File: src/rtl/dramdec_pkg.sv
package dramdec_pkg;
  typedef enum logic [1:0] {
    CYC_NONE = 2'd0,
    CYC_EXT  = 2'd1,
    CYC_CBR  = 2'd2,
    CYC_HID  = 2'd3
  } cyc_e;
endpackage

File: src/rtl/dramdec_sync.sv
module dramdec_sync #(
  parameter int unsigned W      = 1,
  parameter int unsigned STAGES = 2,
  parameter logic        RST_V  = 1'b1
) (
  input  logic         clk_i,
  input  logic         rst_ni,
  input  logic [W-1:0] d_i,
  output logic [W-1:0] q_o
);
  logic [W-1:0] st_q [STAGES];

  always_ff @(posedge clk_i or negedge rst_ni) begin
    if (!rst_ni) st_q[0] <= {W{RST_V}};
    else         st_q[0] <= d_i;
  end

  for (genvar i = 1; i < STAGES; i++) begin : g_stage
    always_ff @(posedge clk_i or negedge rst_ni) begin
      if (!rst_ni) st_q[i] <= {W{RST_V}};
      else         st_q[i] <= st_q[i-1];
    end
  end

  assign q_o = st_q[STAGES-1];
endmodule

File: src/rtl/dramdec_rcnt.sv
module dramdec_rcnt #(
  parameter int unsigned ROW_W = 12
) (
  input  logic             clk_i,
  input  logic             rst_ni,
  input  logic             inc_i,
  output logic [ROW_W-1:0] cnt_o
);
  always_ff @(posedge clk_i or negedge rst_ni) begin
    if (!rst_ni)    cnt_o <= '0;
    else if (inc_i) cnt_o <= cnt_o + 1'b1;  // natural wrap
  end
endmodule

File: src/rtl/dramdec_doe.sv
module dramdec_doe (
  input  logic clk_i,
  input  logic rst_ni,
  input  logic ras_s_i,
  input  logic cas_s_i,
  input  logic we_s_i,
  input  logic oe_s_i,
  input  logic rd_i,
  input  logic wr_i,
  input  logic cbr_i,
  output logic drv_o,
  output logic dq_oe_o
);
  always_ff @(posedge clk_i or negedge rst_ni) begin
    if (!rst_ni)                drv_o <= 1'b0;
    else if (ras_s_i & cas_s_i) drv_o <= 1'b0;  // last strobe up
    else if (cbr_i | wr_i)      drv_o <= 1'b0;
    else if (rd_i)              drv_o <= 1'b1;
  end

  assign dq_oe_o = drv_o & we_s_i & ~oe_s_i;
endmodule

File: src/rtl/dram_ctl_decoder.sv
module dram_ctl_decoder
  import dramdec_pkg::*;
#(
  parameter int unsigned ROW_W  = 12,
  parameter int unsigned STAGES = 2
) (
  input  logic             clk_i,
  input  logic             rst_ni,
  input  logic             ras_ni,
  input  logic             cas_ni,
  input  logic             we_ni,
  input  logic             oe_ni,
  input  logic [ROW_W-1:0] addr_i,
  output logic             rfsh_o,
  output logic [1:0]       cyc_o,
  output logic [ROW_W-1:0] row_o,
  output logic             dq_oe_o
);
  localparam int unsigned CTL_W = 4;

  logic [CTL_W-1:0] ctl_s;
  logic [ROW_W-1:0] addr_s;
  logic ras_s, cas_s, we_s, oe_s;
  logic ras_q, cas_q;
  logic ras_fall, cas_fall;
  logic drv;
  logic [ROW_W-1:0] ctr;
  cyc_e kind_d;

  dramdec_sync #(.W(CTL_W), .STAGES(STAGES), .RST_V(1'b1)) u_sync_ctl (
    .clk_i, .rst_ni, .d_i({ras_ni, cas_ni, we_ni, oe_ni}), .q_o(ctl_s)
  );
  dramdec_sync #(.W(ROW_W), .STAGES(STAGES), .RST_V(1'b0)) u_sync_adr (
    .clk_i, .rst_ni, .d_i(addr_i), .q_o(addr_s)
  );
  assign {ras_s, cas_s, we_s, oe_s} = ctl_s;

  always_ff @(posedge clk_i or negedge rst_ni) begin
    if (!rst_ni) begin
      ras_q <= 1'b1;
      cas_q <= 1'b1;
    end else begin
      ras_q <= ras_s;
      cas_q <= cas_s;
    end
  end

  assign ras_fall = ras_q & ~ras_s;
  assign cas_fall = cas_q & ~cas_s;

  // column strobe already low at row fall: hidden if read data held
  always_comb begin
    if (cas_s)    kind_d = CYC_EXT;
    else if (drv) kind_d = CYC_HID;
    else          kind_d = CYC_CBR;
  end

  dramdec_rcnt #(.ROW_W(ROW_W)) u_rcnt (
    .clk_i, .rst_ni,
    .inc_i(ras_fall & (kind_d != CYC_EXT)),
    .cnt_o(ctr)
  );

  dramdec_doe u_doe (
    .clk_i, .rst_ni,
    .ras_s_i(ras_s), .cas_s_i(cas_s), .we_s_i(we_s), .oe_s_i(oe_s),
    .rd_i(cas_fall & ~ras_s & we_s),
    .wr_i(cas_fall & ~ras_s & ~we_s),
    .cbr_i(ras_fall & (kind_d == CYC_CBR)),
    .drv_o(drv),
    .dq_oe_o(dq_oe_o)
  );

  always_ff @(posedge clk_i or negedge rst_ni) begin
    if (!rst_ni) begin
      rfsh_o <= 1'b0;
      cyc_o  <= CYC_NONE;
      row_o  <= '0;
    end else begin
      rfsh_o <= ras_fall;
      if (ras_fall) begin
        cyc_o <= kind_d;
        row_o <= (kind_d == CYC_EXT) ? addr_s : ctr;
      end
    end
  end
endmodule

File: config.mk
export PLATFORM = sky130hd
export DESIGN_NAME = dram_ctl_decoder
export DESIGN_NICKNAME = d
export VERILOG_FILES = /design/src/rtl/dramdec_pkg.sv /design/src/rtl/dramdec_sync.sv /design/src/rtl/dramdec_rcnt.sv /design/src/rtl/dramdec_doe.sv /design/src/rtl/dram_ctl_decoder.sv
export SDC_FILE = /design/constraint.sdc
export NUM_CORES = 1
export LEC_CHECK = 0
export BUFFER_PORTS_ARGS = -buffer_cell sky130_fd_sc_hd__buf_4
export CAP_MARGIN = 20
export CORE_MARGIN = 1.5
export CORE_UTILIZATION = 55
export CTS_BUF_LIST = sky130_fd_sc_hd__clkbuf_4 sky130_fd_sc_hd__clkbuf_8
export CTS_CLUSTER_SIZE = 20
export DETAILED_ROUTE_END_ITERATION = 8
export PLACE_DENSITY = 0.77
export SKIP_CTS_REPAIR_TIMING = 1
export SYNTH_ARGS = -nofsm -noshare
export SYNTH_HDL_FRONTEND = slang
export SYNTH_HIERARCHICAL = 1
export SYNTH_SLANG_ARGS = --single-unit
File: constraint.sdc
create_clock -name clk_i -period 2.7 [get_ports clk_i]
set_clock_uncertainty 0.2 [all_clocks]
set_input_delay 0.54 -clock clk_i [delete_from_list [all_inputs] [get_ports clk_i]]
set_output_delay 0.54 -clock clk_i [all_outputs]
set_load 0.005 [all_outputs]
**Word-level counts from Yosys, hierarchy flattened**

Index checks and enable logic that the tools add are counted.

- Reductions and logical operators: 1
- $add $sub $neg: 1
- Bitwise operators: 15
- Eq/ne operators: 3
- Muxes and demuxes: 6

Operators with widths:

| cell | number |
|---|---|
| $add A12 B1 Y12 const B | 1 |
| $mux W12 | 1 |
| $and A1 B1 Y1 | 10 |
| $mux W1 | 4 |
| $not A1 Y1 | 4 |
| $reduce_bool A3 Y1 | 1 |
| $eq A2 B1 Y1 const B | 1 |
| $eq A2 B2 Y1 const B | 1 |
| $mux W2 | 1 |
| $ne A2 B1 Y1 const B | 1 |
| $or A1 B1 Y1 | 1 |

- Bits of input ports: 18
- Flip-flop bits (word level): 62
- Word-level logic and storage cells: 37

**Depth between registers and ports, before layout**

- Depth in word-level cells: 7
- Depth in mapped cells: 7

**Modules after synthesis**

The synthesis kept the hierarchy.

Modules (own cells, without submodules):

| module | area an instance (sq um) | times used | cells each | seq. area each (sq um) |
|---|---|---|---|---|
| dram_ctl_decoder | 847.1 | 1 | 54 | 427.9 |
| dramdec_sync at u_sync_adr | 690.7 | 1 | 36 | 600.6 |
| dramdec_rcnt | 541.8 | 1 | 44 | 300.3 |
| dramdec_sync at u_sync_ctl | 240.2 | 1 | 12 | 210.2 |
| dramdec_doe | 51.3 | 1 | 5 | 25.0 |

**Worst setup path after synthesis**

Ideal clock, no wire load.

- Path kind: reg-to-reg
- From: register u_sync_ctl.st_q (netlist bit u_sync_ctl/q_o[2])
- To: register u_rcnt.cnt_o[11]
- Data arrival time: 1705 ps
- Library setup time: 79 ps
- Setup slack: 715 ps
- Stages on the path, launching flop included: 8
- Buffers on the path: 3
- Cell sequence: dfstp_2 -> buf_4 -> buf_6 -> buf_8 -> nor2_1 -> nand4_4 -> nor4_4 -> xor2_1

- Cells in the longest elaborated chain, start to end: 3

Ends and longest elaborated chain:

| what | line | RTL |
|---|---|---|
| start, declared | dramdec_sync.sv:11 | `logic [W-1:0] st_q [STAGES];` |
| start signal, assigned by index | dramdec_sync.sv:20 | `if (!rst_ni) st_q[i] <= {W{RST_V}};` |
| start signal, assigned by index | dramdec_sync.sv:21 | `else st_q[i] <= st_q[i-1];` |
| $mux W2 | dram_ctl_decoder.sv:53 | `if (cas_s) kind_d = CYC_EXT;` |
| $ne A2 B1 Y1 | dram_ctl_decoder.sv:60 | `.inc_i(ras_fall & (kind_d != CYC_EXT)),` |
| $and A1 B1 Y1 | dram_ctl_decoder.sv:60 |  |
| end signal, assigned | dramdec_rcnt.sv:11 | `else if (inc_i) cnt_o <= cnt_o + 1'b1;` |
| end, declared | dramdec_rcnt.sv:7 | `output logic [ROW_W-1:0] cnt_o` |

Every way passes these cells.
A chain may end at the register's enable or synchronous reset.

**Final worst setup path**

- From: register ras_q
- To: register u_rcnt.cnt_o[11]

- Cells in the longest elaborated chain, start to end: 2

Ends and longest elaborated chain:

| what | line | RTL |
|---|---|---|
| start, declared | dram_ctl_decoder.sv:24 | `logic ras_q, cas_q;` |
| start signal, assigned | dram_ctl_decoder.sv:43 | `ras_q <= ras_s;` |
| $and A1 B1 Y1 | dram_ctl_decoder.sv:48 | `assign ras_fall = ras_q & ~ras_s;` |
| $and A1 B1 Y1 | dram_ctl_decoder.sv:60 |  |

Every way passes these cells.

==> reports/metrics.csv <==
stage;metric;value;unit
logic_synthesis;prevailing post-synth register cell;sky130_fd_sc_hd__dfrtp_1;
critical_path;end point of the critical path;u_rcnt/cnt_o[11]$_DFFE_PN0P_;
finish;ANT cells;0;
logic_synthesis;asr flop ratio synth;100.0;%
placement;count of input and output buffers;33;
die;standard-cell rows;23;
die;Die Y;68.66;um
logic_synthesis;part of the Yosys area used for sequential elements;65.96;%
timing;pins over their slew limit;0;
clocking;H-tree depth reported by CTS;3;
pwr;Pwr Density;826.3;nW/um^2
logic_synthesis;post-synth top area cell;sky130_fd_sc_hd__dfrtp_1;
critical_path;length in cells of the worst reg-to-reg path;5;
logic_synthesis;area of the mapped netlist;2371;um^2
logic_synthesis;biggest area contributors in the synthesized netlist;sky130_fd_sc_hd__dfrtp_1 (55%), sky130_fd_sc_hd__dfstp_2 (11%), sky130_fd_sc_hd__mux2_4 (7.6%);
finish;area growth from synthesis to layout;15.88;%
finish;post-route standard cell area excluding fillers;2748;um^2
routing;average wire per cell in the routed design;14.51;um
finish;final layout net count;195;
placement;detailed placer's ending HPWL;2144;um
critical_path;launching element of the worst setup path;ras_q$_DFF_PN1_;
status;outcome;completed;
die;Die Footprint;4714;um^2
critical_path;worst flop-to-flop path endpoint;u_rcnt/cnt_o[11]$_DFFE_PN0P_;
hold_path;type of the tightest min-delay check;in2async;
timing;unrepaired setup endpoints after global routing;false;
clocking;clock tree from TritonCTS;yes;
grt;vias in the first global route;1207;
placement;worst slack at placement;0.6560;ns
grt;antenna violations before repair;0;
finish;multi-input gate area in the final layout;634.4;um^2
timing;Period minus WS final;2.041;ns
placement;area of placed instances;2524;um^2
grt;final global-route overflow total;0;
placement;count of placed standard cells including taps;215;
critical_path;reg-to-reg startpoint;ras_q$_DFF_PN1_;
die;# IOs;34;
critical_path;worst path required time;2.75;ns
routing;WL final;3352;um
routing;number of iterations in the first detailed-routing pass;4;
finish;most common cell after layout, fill and taps aside;sky130_fd_sc_hd__dfrtp_1;
die;floorplan die width;68.66;um
critical_path;element type at the critical path start;register;
timing;Setup WS post-layout;0.6592;ns
die;Initial Utilization;58.43;%
clocking;clock sink count;62;
critical_path;Crit Path Class;reg2reg;
die;core region area;4058;um^2
logic_synthesis;EDFF count, synth;0;
routing;# DRC;0;
grt;pin count of the biggest net entering global routing;63;
logic_synthesis;Yosys warnings;6;
logic_synthesis;area share of the leading cell type in the synthesized netlist;54.88;%
logic_synthesis;Synth Register Bits;62;
timing;slew of the pin with the lowest slew margin;0.7278;ns
critical_path;category of the worst setup path capture point;register;
finish;fraction of layout instances using a drive strength above 1;48.62;%
clocking;number of CTS-inserted buffers;9;
logic_synthesis;Post-Synthesis Cells;151;
clocking;clock input transition at the sequential cells of the worst setup and hold paths;0.07;ns
pwr;cell leakage power;1.318;nW
grt;all-layer global routing usage;17.30;%
timing;count of endpoints failing setup in the final report;0;
clocking;root buffer cell;sky130_fd_sc_hd__clkbuf_8;
pwr;Worst VDD drop;0.0004871;V
finish;non-filler cells in the finished layout;231;
logic_synthesis;number of unique standard cell types used by synthesis;24;
critical_path;critical path data arrival time;2.09;ns
clocking;clock insertion delay at the later pin of the skew report;0.33;ns
timing;achievable frequency;490.0;MHz
timing;final critical-path share of the clock period;75.58;%
finish;count of filler cells inserted in the layout;279;
timing;accumulated negative setup slack;0;ns
logic_synthesis;Syn Nets;170;
finish;most frequent cells in the layout;sky130_fd_sc_hd__dfrtp_1 (52), sky130_fd_sc_hd__buf_4 (33), sky130_fd_sc_hd__mux2_2 (13), sky130_fd_sc_hd__clkbuf_8 (13), sky130_fd_sc_hd__mux2_4 (12);
timing;final number of hold-violating endpoints;0;
grt;first-pass GRT wire length;5526;um
job;number of max-cap violations;0;
clocking;number of buffers between clock root and the deepest sink;2;
timing;Hold WS;0.06489;ns
timing;tightest slew margin relative to the limit;51.48;%
routing;initial detailed-routing violation count;60;
routing;number of vias per cell after detailed routing;4.957;
routing;post-detailed-route count of antenna-violating nets;0;
critical_path;largest driver fanout on the critical path;7;
finish;area occupied by registers;1564;um^2
routing;vias after detailed routing;1145;
logic_synthesis;average cell area after synthesis;15.70;um^2
placement;GPL Wtd Cong;0.6888;
critical_path;internal reg-to-reg setup slack;0.66;ns
## power by group
group,switching (W),leakage [nW],internal [W]
clock,0.000333,0.112,0.000537
sequential,0.0000947,0.746,0.00104
combinational,0.0000913,0.460,0.000176
total,0.000519,1.32,0.00175
## registers in the layout, summed over array words and instances (netlist names)
name / count
rfsh_o: 1
u_doe/drv_o: 1
cas_q: 1
u_sync_adr/q_o: 12
u_rcnt/cnt_o: 12
cyc_o: 2
u_sync_ctl/st_q: 4
ras_q: 1
row_o: 12
u_sync_ctl/q_o: 4
u_sync_adr/st_q: 12
## per-stage QoR
step	total power [W]	util, %
2_1_floorplan	0.001294	-
3_3_place_gp	0.001399	62.20
3_5_place_dp	0.001418	62.20
4_1_cts	0.002297	67.72
5_1_grt	0.002375	67.72
6_report	0.002270	67.72
## layer usage
metal	share of wire, %	vias to the layer above	wire, um	global-route usage [%]
li1	-	541	-	-
met1	41	562	1381	19.23
met2	51	35	1702	27.64
met3	6.1	7	203	8.279
met4	1.9	0	65	8.750
met5	0	-	0	0
## worst max-delay path, stage by stage, from the launching register on
cell and delay, ns:
sky130_fd_sc_hd__dfstp_2 0.57, sky130_fd_sc_hd__nand2b_4 0.07, sky130_fd_sc_hd__nor2_1 0.40, sky130_fd_sc_hd__nand4_4 0.21
sky130_fd_sc_hd__nor4_4 0.31, sky130_fd_sc_hd__xor2_1 0.20
## layout make-up
type	count	share of cell area, %
clock inverters	2	1.366
flip-flops and latches	62	56.92
repair buffers	33	9.016
clock buffers	14	6.785
inverters	4	0.5464
well taps	50	2.277
multi-input cells	66	23.09
## cells by family after synthesis
family	after synthesis	synth area share, %
XOR/XNOR	11	4.063
flip-flops	62	65.96
AO/OA/AOI/OAI	3	1.213
buffers and inverters	23	7.282
adder cells (fa/ha/maj)	1	0.5276
AND/OR/NAND/NOR	26	7.177
multiplexers	25	13.77
## worst min-delay path by stage
stage,startpoint,end,slack (ns),depth (start not counted)
after floorplan,rst_ni,cyc_o[0]$_DFFE_PN0P_,0.04,0
after global placement,u_sync_adr/st_q[22]$_DFF_PN0_,u_sync_adr/q_o[10]$_DFF_PN0_,0.13,0
after detailed placement,u_sync_adr/st_q[18]$_DFF_PN0_,u_sync_adr/q_o[6]$_DFF_PN0_,0.14,0
after CTS,rst_ni,u_doe/drv_o$_DFFE_PN0P_,0.09,1
after global routing,ras_ni,u_sync_ctl/st_q[7]$_DFF_PN1_,0.09,1
final,rst_ni,row_o[4]$_DFFE_PN0P_,0.06,1
## synthesized netlist by cell type, drive strengths merged, types with 2 or more instances
master and number:
inv 4, dfstp 10, dfrtp 52, nand2 5, nor2 6, nand3 2, nand4 4, nor3 4
nor4b 2, xnor2 5, mux2 25, buf 19, xor2 6
(Power assumes the default switching activity.)
